**config.mk**
```make
export PLATFORM = sky130hd
export DESIGN_NAME = pld_out_cell
export DESIGN_NICKNAME = d
export VERILOG_FILES = /design/src/rtl/pld_cell_pkg.sv /design/src/rtl/pld_cell_decode.sv /design/src/rtl/pld_or_plane.sv /design/src/rtl/pld_cell_flop.sv /design/src/rtl/pld_pad_ctrl.sv /design/src/rtl/pld_out_cell.sv
export SDC_FILE = /design/constraint.sdc
export NUM_CORES = 1
export LEC_CHECK = 0
export BUFFER_PORTS_ARGS = -buffer_cell sky130_fd_sc_hd__buf_4
export CORE_AREA = 10 10 47 49
export CTS_BUF_LIST = sky130_fd_sc_hd__clkbuf_16
export CTS_CLUSTER_SIZE = 8
export DETAILED_ROUTE_END_ITERATION = 6
export DIE_AREA = 0 0 57 59
export MAX_ROUTING_LAYER = met4
export REMOVE_ABC_BUFFERS = 1
export SLEW_MARGIN = 10
export SYNTH_ARGS = -nofsm -noshare
export SYNTH_HDL_FRONTEND = slang
export SYNTH_SLANG_ARGS = --single-unit
export TNS_END_PERCENT = 30
```
**constraint.sdc**
```tcl
create_clock -name clk -period 1.9 [get_ports clk]
set_input_delay 0.095 -clock clk [delete_from_list [all_inputs] [get_ports clk]]
set_output_delay 0.095 -clock clk [all_outputs]
set_load 0.01 [all_outputs]
```
**src/rtl/pld_cell_pkg.sv**
```systemverilog
package pld_cell_pkg;

    typedef enum logic [1:0] {
        CELL_CPLX  = 2'd0,
        CELL_RCOMB = 2'd1,
        CELL_RFLOP = 2'd2
    } cell_kind_e;

endpackage

```
**src/rtl/pld_cell_decode.sv**
```systemverilog
module pld_cell_decode
    import pld_cell_pkg::*;
(
    input  logic       cfg_regmode,
    input  logic       cfg_flop,
    output cell_kind_e kind
);
    always_comb begin
        unique case ({cfg_regmode, cfg_flop})
            2'b00, 2'b01: kind = CELL_CPLX;
            2'b10:        kind = CELL_RCOMB;
            2'b11:        kind = CELL_RFLOP;
            default:      kind = CELL_CPLX;
        endcase
    end
endmodule

```
**src/rtl/pld_or_plane.sv**
```systemverilog
module pld_or_plane #(
    parameter int NUM_PT = 8,
    localparam int NUM_LOGIC = NUM_PT - 1
) (
    input  logic [NUM_PT-1:0] pterm,
    output logic              sum_logic,
    output logic              sum_all
);
    logic [NUM_PT-1:0] chain;

    generate
        for (genvar i = 0; i < NUM_PT; i++) begin : g_chain
            if (i == 0) begin : g_first
                assign chain[i] = pterm[i];
            end else begin : g_next
                assign chain[i] = chain[i-1] | pterm[i];
            end
        end
    endgenerate

    assign sum_logic = chain[NUM_LOGIC-1];
    assign sum_all   = chain[NUM_PT-1];
endmodule

```
**src/rtl/pld_cell_flop.sv**
```systemverilog
module pld_cell_flop (
    input  logic clk,
    input  logic rst,
    input  logic d,
    output logic q
);
    typedef enum logic {FLOP_CLEARED = 1'b0, FLOP_LOADED = 1'b1} flop_st_e;
    flop_st_e st_q;
    logic     val_q;

    always_ff @(posedge clk) begin
        if (rst) begin
            st_q  <= FLOP_CLEARED;
            val_q <= 1'b0;
        end else begin
            st_q  <= FLOP_LOADED;
            val_q <= d;
        end
    end

    always_comb begin
        unique case (st_q)
            FLOP_CLEARED: q = 1'b0;
            FLOP_LOADED:  q = val_q;
            default:      q = 1'b0;
        endcase
    end
endmodule

```
**src/rtl/pld_pad_ctrl.sv**
```systemverilog
module pld_pad_ctrl
    import pld_cell_pkg::*;
(
    input  cell_kind_e kind,
    input  logic       sum_logic,
    input  logic       en_term,
    input  logic       flop_q,
    input  logic       oe_n_pin,
    input  logic       cfg_inv,
    input  logic       pad_in,
    output logic       pad_dat,
    output logic       pad_oe,
    output logic       fb
);
    always_comb begin
        unique case (kind)
            CELL_CPLX, CELL_RCOMB: begin
                pad_dat = sum_logic ^ cfg_inv;
                pad_oe  = en_term;
                fb      = en_term ? (sum_logic ^ cfg_inv) : pad_in;
            end
            CELL_RFLOP: begin
                pad_dat = flop_q ^ cfg_inv;
                pad_oe  = ~oe_n_pin;
                fb      = flop_q;
            end
            default: begin
                pad_dat = 1'b0;
                pad_oe  = 1'b0;
                fb      = pad_in;
            end
        endcase
    end
endmodule

```
**src/rtl/pld_out_cell.sv**
```systemverilog
module pld_out_cell
    import pld_cell_pkg::*;
#(
    parameter int NUM_PT = 8
) (
    input  logic              clk,
    input  logic              rst,
    input  logic [NUM_PT-1:0] pterm,
    input  logic              oe_n_pin,
    input  logic              cfg_regmode,
    input  logic              cfg_flop,
    input  logic              cfg_inv,
    input  logic              pad_in,
    output logic              pad_dat,
    output logic              pad_oe,
    output logic              fb
);
    localparam int EN_IDX = NUM_PT - 1;

    cell_kind_e kind;
    logic       sum_logic;
    logic       sum_all;
    logic       flop_q;

    pld_cell_decode u_decode (
        .cfg_regmode (cfg_regmode),
        .cfg_flop    (cfg_flop),
        .kind        (kind)
    );

    pld_or_plane #(.NUM_PT(NUM_PT)) u_or (
        .pterm     (pterm),
        .sum_logic (sum_logic),
        .sum_all   (sum_all)
    );

    pld_cell_flop u_flop (
        .clk (clk),
        .rst (rst),
        .d   (sum_all),
        .q   (flop_q)
    );

    pld_pad_ctrl u_pad (
        .kind      (kind),
        .sum_logic (sum_logic),
        .en_term   (pterm[EN_IDX]),
        .flop_q    (flop_q),
        .oe_n_pin  (oe_n_pin),
        .cfg_inv   (cfg_inv),
        .pad_in    (pad_in),
        .pad_dat   (pad_dat),
        .pad_oe    (pad_oe),
        .fb        (fb)
    );
endmodule

```
==> flow_metrics.env, run 1 <==
export IMPL_status="finished, final reports clean"
export IMPL_track_usage=0.04709
export IMPL_synth_top_family_by_area="simple AND/OR/NAND/NOR gates"
export IMPL_cts_num_sinks=2
export IMPL_grt_pass1_wl_mm=1.255
export IMPL_synth_compound_area_frac=0.2922
export IMPL_end_kind="output port"
export IMPL_post_route_period_util=0.7058
export IMPL_cpPeakStageDelay_ns=0.36
export IMPL_synthCells=24
export IMPL_final_common_cell="buf_4"
export IMPL_yosys_warnings=0
export IMPL_io_pins=18
export IMPL_max_freq_mhz=745.7
export IMPL_gr_total_overflow=0
export IMPL_grt_max_degree=7
export IMPL_p_leak_nw=0.1814
export IMPL_required_ns=1.80
export IMPL_fin_crit_ns=1.341
export IMPL_dp_hpwl_um=608.9
export IMPL_cp_common_cell="buf_4"
export IMPL_core_mm2=0.001401
export IMPL_die_area_mm2=0.003363
export IMPL_root_buffer="clkbuf_16"
export IMPL_internal_power_mw=0.3475
export IMPL_slowest_stage="a2111oi_2"
export IMPL_htree_num_levels=1
export IMPL_cts_setup_buffers=0
export IMPL_p_per_area_mw_per_mm2=1004
export IMPL_synth_main_ff_cell="dfxtp_1"
export IMPL_num_vias=267
export IMPL_ys_seq_area_frac=0.2078
export IMPL_maxSlewViolCount=0
export IMPL_relSlewSlack=0.7528
export IMPL_diodes=0
export IMPL_rows=14
export IMPL_p_switching_mw=0.06947
export IMPL_synth_area_leaders="dfxtp_1, nor4_2, nor3_1, a2111oi_2, nand2_1"
export IMPL_netlist_area_um2=192.7
export IMPL_ctsLongestPathBuffers=2
export IMPL_crit_chain="buf_4 -> nor4_2 -> a221oi_1 -> a2111oi_2 -> buf_4"
export IMPL_gp_congestion=0.6916
export IMPL_cp_max_fo=3
export IMPL_timing_hold_ws_ns=0.03448
export IMPL_postSynthAreaPerCell_um2=8.029
export IMPL_first_pass_iters=2
export IMPL_crit_family="compound AO/OA/AOI/OAI gates"
export IMPL_ys_seq_elements=2
export IMPL_comb_power_share=0.146
export IMPL_synthArstFlopShare=0
export IMPL_clockPowerShare=0.744
export IMPL_wl_per_cell_um=11.48
export IMPL_setup_viol=0
export IMPL_drt_antenna_violating_nets=0
export IMPL_die_height_um=59
export IMPL_nets=61
export IMPL_antenna_found_initial=0
export IMPL_cp_arrival_ns=1.25
export IMPL_synth_edf_count=0
export IMPL_grt_pass1_vias=289
export IMPL_drt_iter0_markers=2
export IMPL_yosys_cell_types_count=17
export IMPL_synthAdderAreaFrac=0
export IMPL_drv_cap=0
export IMPL_tritoncts="built"
export IMPL_synthSimpleGateAreaFrac=0.4610
export IMPL_min_path_type="in -> reg"
export IMPL_postCtsHoldBufs=0
export IMPL_vias_per_cell=4.450
export IMPL_final_area_um2=415.4
export IMPL_crit_path_start_kind="input pin"
export IMPL_drive_gt1_frac=0.5682
export IMPL_syn_to_final_growth_pct=115.6
export IMPL_worstPathBufferInverterCount=2
export IMPL_hold_violations=0
export IMPL_cts_clk_slew_worst_paths_ns=0.03
export IMPL_critPathKind="in -> out"
export IMPL_portBuffers=17
export IMPL_fin_tns_setup_ns=0
export IMPL_wirelength_um=689
export IMPL_synth_top_area_share=0.2078
export IMPL_ctsResizeCount=0
export IMPL_synthXorXnorAreaFrac=0
export IMPL_grt_setup_unrepaired="false"
export IMPL_ir_drop_v=0.0004086
export IMPL_switching_share=0.1666
export IMPL_cts_made_buffers=3
export IMPL_mostFrequentLayoutCells="buf_4, nand2_1, nor3_1, clkbuf_16"
export IMPL_die_w_um=57
export IMPL_start_util=0.1375
export IMPL_nFillCells=164
export IMPL_synthMuxAreaShare=0
export IMPL_yosys_area_top_type="dfxtp_1"
export IMPL_pwr_share_seq=0.110
export IMPL_placed_cell_area_um2=340.3
export IMPL_drc=0
export IMPL_worst_pin_slew_ns=0.3680
==> sequential cells by signal (all words and copies together) (netlist names) <==
signal	cells
u_flop.st_q	1
u_flop.val_q	1
==> routing by layer <==
| metal | GRT usage | wire length, um | vias to the layer above |
|---|---|---|---|
| met5 | - | 0 | - |
| met4 | 0.03020 | 0 | 0 |
| met3 | 0.02790 | 84 | 0 |
| met1 | 0.05819 | 370 | 110 |
| li1 | - | - | 140 |
| met2 | 0.05426 | 235 | 17 |
==> power by group through the flow <==
stage / clock network [mW] / registers, mW / logic, mW
after floorplan: 0 / 0.0460 / 0.0230
after global placement: 0 / 0.0462 / 0.0610
after detailed placement: 0 / 0.0463 / 0.0615
after CTS: 0.317 / 0.0458 / 0.0616
after global routing: 0.324 / 0.0460 / 0.0680
final: 0.310 / 0.0458 / 0.0608
==> final timing paths <==
kind     start          end  slack [ns]  cells after the start
max   pterm[3]      pad_dat        0.56                      5
min        rst  u_flop.st_q        0.03                      2
==> logic make-up (layout without fill, tap and decap cells) <==
kind of cell / Yosys count / after routing
and+or+nand+nor: 13 / 13
AOI/OAI and AO/OA: 7 / 7
DFF: 2 / 2
buffers and inverters: 2 / 22
==> synth_stat cells (2+ instances only) <==
| cell type | n |
|---|---|
| nor3_1 | 3 |
| nand2_1 | 3 |
| nor4_2 | 2 |
| inv_1 | 2 |
| dfxtp_1 | 2 |
==> metrics by stage <==
step | worst slack [ns] | instances | util | power (mW)
floorplan | 0.7885 | 24 | - | 0.06903
global placement | 0.5538 | 57 | 0.2429 | 0.1072
global route | 0.4405 | 60 | 0.2964 | 0.4378
detailed placement | 0.5506 | 57 | 0.2429 | 0.1078
finish | 0.5591 | 60 | 0.2964 | 0.4169
CTS | 0.5506 | 60 | 0.2964 | 0.4247
==> cell type report <==
| cell class | instances | area (um2) | area share |
|---|---|---|---|
| sequential | 2 | 40.04 | 0.09639 |
| inverter | 2 | 7.507 | 0.01807 |
| tap | 16 | 20.02 | 0.04819 |
| multi-input combinational | 20 | 145.1 | 0.3494 |
| timing repair buffer | 17 | 127.6 | 0.3072 |
| clock buffer | 3 | 75.07 | 0.1807 |
Note: power is estimated with default switching activity, not from simulation.
==> run 2: changes to the inputs <==
==> constraint.sdc (replaced) <==
create_clock -name clk -period 1.1 [get_ports clk]
set_input_delay 0.055 -clock clk [delete_from_list [all_inputs] [get_ports clk]]
set_output_delay 0.055 -clock clk [all_outputs]
set_load 0.01 [all_outputs]
==> flow_metrics.env, run 2 (same netlist as run 1, synthesis figures left out) <==
export IMPL_mostFrequentLayoutCells="buf_4, nand2_1, nor3_1, clkbuf_16, buf_6"
export IMPL_ir_drop_v=0.0006523
export IMPL_p_leak_nw=0.2045
export IMPL_first_pass_iters=4
export IMPL_drt_iter0_markers=3
export IMPL_cpPeakStageDelay_ns=0.40
export IMPL_min_path_type="in -> reg"
export IMPL_io_pins=18
export IMPL_ctsLongestPathBuffers=2
export IMPL_root_buffer="clkbuf_16"
export IMPL_internal_power_mw=0.6190
export IMPL_status="finished with violations"
export IMPL_tritoncts="built"
export IMPL_die_area_mm2=0.003363
export IMPL_timing_hold_ws_ns=0.1699
export IMPL_vias_per_cell=4.683
export IMPL_cp_arrival_ns=1.17
export IMPL_rows=14
export IMPL_cts_clk_slew_worst_paths_ns=0.03
export IMPL_hold_violations=0
export IMPL_htree_num_levels=1
export IMPL_finalWorstSetupSlack_ns=-0.1215
export IMPL_relSlewSlack=0.7777
export IMPL_gp_congestion=0.7261
export IMPL_die_w_um=57
export IMPL_drc=0
export IMPL_drt_antenna_violating_nets=0
export IMPL_fin_crit_ns=1.222
export IMPL_grt_pass1_vias=323
export IMPL_gr_total_overflow=0
export IMPL_fin_util=0.3411
export IMPL_critPathKind="in -> out"
export IMPL_dp_hpwl_um=630.1
export IMPL_comb_power_share=0.172
export IMPL_cts_made_buffers=3
export IMPL_post_route_period_util=1.110
export IMPL_cts_num_sinks=2
export IMPL_antenna_found_initial=0
export IMPL_crit_chain="buf_6 -> nor4_4 -> a211oi_2 -> or3_4 -> buf_6"
export IMPL_grt_setup_unrepaired="true"
export IMPL_grt_pass1_wl_mm=1.386
export IMPL_cp_common_cell="buf_6"
export IMPL_max_freq_mhz=818.6
export IMPL_totalPowerFinal_mw=0.7660
export IMPL_pwr_share_seq=0.104
export IMPL_clockPowerShare=0.724
export IMPL_maxSlewViolCount=0
export IMPL_violations="setup timing"
export IMPL_wl_per_cell_um=12.92
export IMPL_required_ns=1.04
export IMPL_final_common_cell="buf_4"
export IMPL_switching_share=0.1919
export IMPL_grt_max_degree=7
export IMPL_cp_max_fo=3
export IMPL_p_switching_mw=0.1470
export IMPL_syn_to_final_growth_pct=148.1
export IMPL_nets=64
export IMPL_core_mm2=0.001401
export IMPL_final_area_um2=478.0
export IMPL_worst_pin_slew_ns=0.3310
export IMPL_diodes=0
export IMPL_wirelength_um=814
export IMPL_drive_gt1_frac=0.6596
export IMPL_p_per_area_mw_per_mm2=1603
export IMPL_crit_path_start_kind="input pin"
export IMPL_track_usage=0.05375
export IMPL_placed_cell_area_um2=355.3
export IMPL_die_height_um=59
export IMPL_portBuffers=17
export IMPL_top_regs="u_flop.st_q (1), u_flop.val_q (1)"
export IMPL_start_util=0.1375
export IMPL_setup_viol=2
export IMPL_slowest_stage="or3_4"
export IMPL_end_kind="output port"
export IMPL_num_vias=295
export IMPL_drv_cap=0
-- run 2: cell type report --
type,count,area [um2]
fillers,156,923.4
well taps,16,20.02
flip-flops and latches,2,41.29
repair buffers,20,163.9
inverters,2,7.507
clock buffers,3,75.07
multi-input cells,20,170.2
-- run 2: power by group through the flow --
stage               clock network, mW  registers (mW)  logic [mW]
floorplan                           0          0.0795      0.0397
global placement                    0          0.0798       0.110
detailed placement                  0          0.0799       0.112
CTS                             0.557          0.0795       0.124
global route                    0.566          0.0800       0.144
finish                          0.555          0.0794       0.132
-- run 2: critical path, delay by kind of cell --
kind / cells / cell delay [ns]
and+or+nand+nor: 2 / 0.77
buffers and inverters: 2 / 0.23
AOI/OAI and AO/OA: 1 / 0.12
-- run 2: timing repair --
item / 4_1_cts / 5_1_grt
hold buffers: 1 / 0
hold endpoints to repair: 2 / 0
gates resized for setup: 4 / 4
pin swaps: 4 / 4
setup buffers: 0 / 0
endpoints found under the setup margin: 2 / 2
-- run 2: worst paths after layout --
path              startpoint            to  slack, ns  cells past startpoint
setup / recovery    pterm[3]            fb      -0.12                      5
hold / removal      pterm[2]  u_flop.val_q       0.17                      4
-- run 2: stage by stage --
stage | TNS [ns] | cells | setup WS (ns)
floorplan | 0 | 24 | 0.06849
global placement | -0.3070 | 59 | -0.1645
detailed placement | -0.3575 | 59 | -0.1899
CTS | -0.2588 | 63 | -0.1436
global route | -0.3567 | 63 | -0.1873
finish | -0.2200 | 63 | -0.1215
-- run 2: metal layers --
metal  share of wire  GRT usage  vias up
li1                -          -      144
met1            0.48    0.06413      130
met2            0.42    0.06977       19
met3           0.065    0.01502        2
met4           0.027    0.05034        0
met5               0          -        -
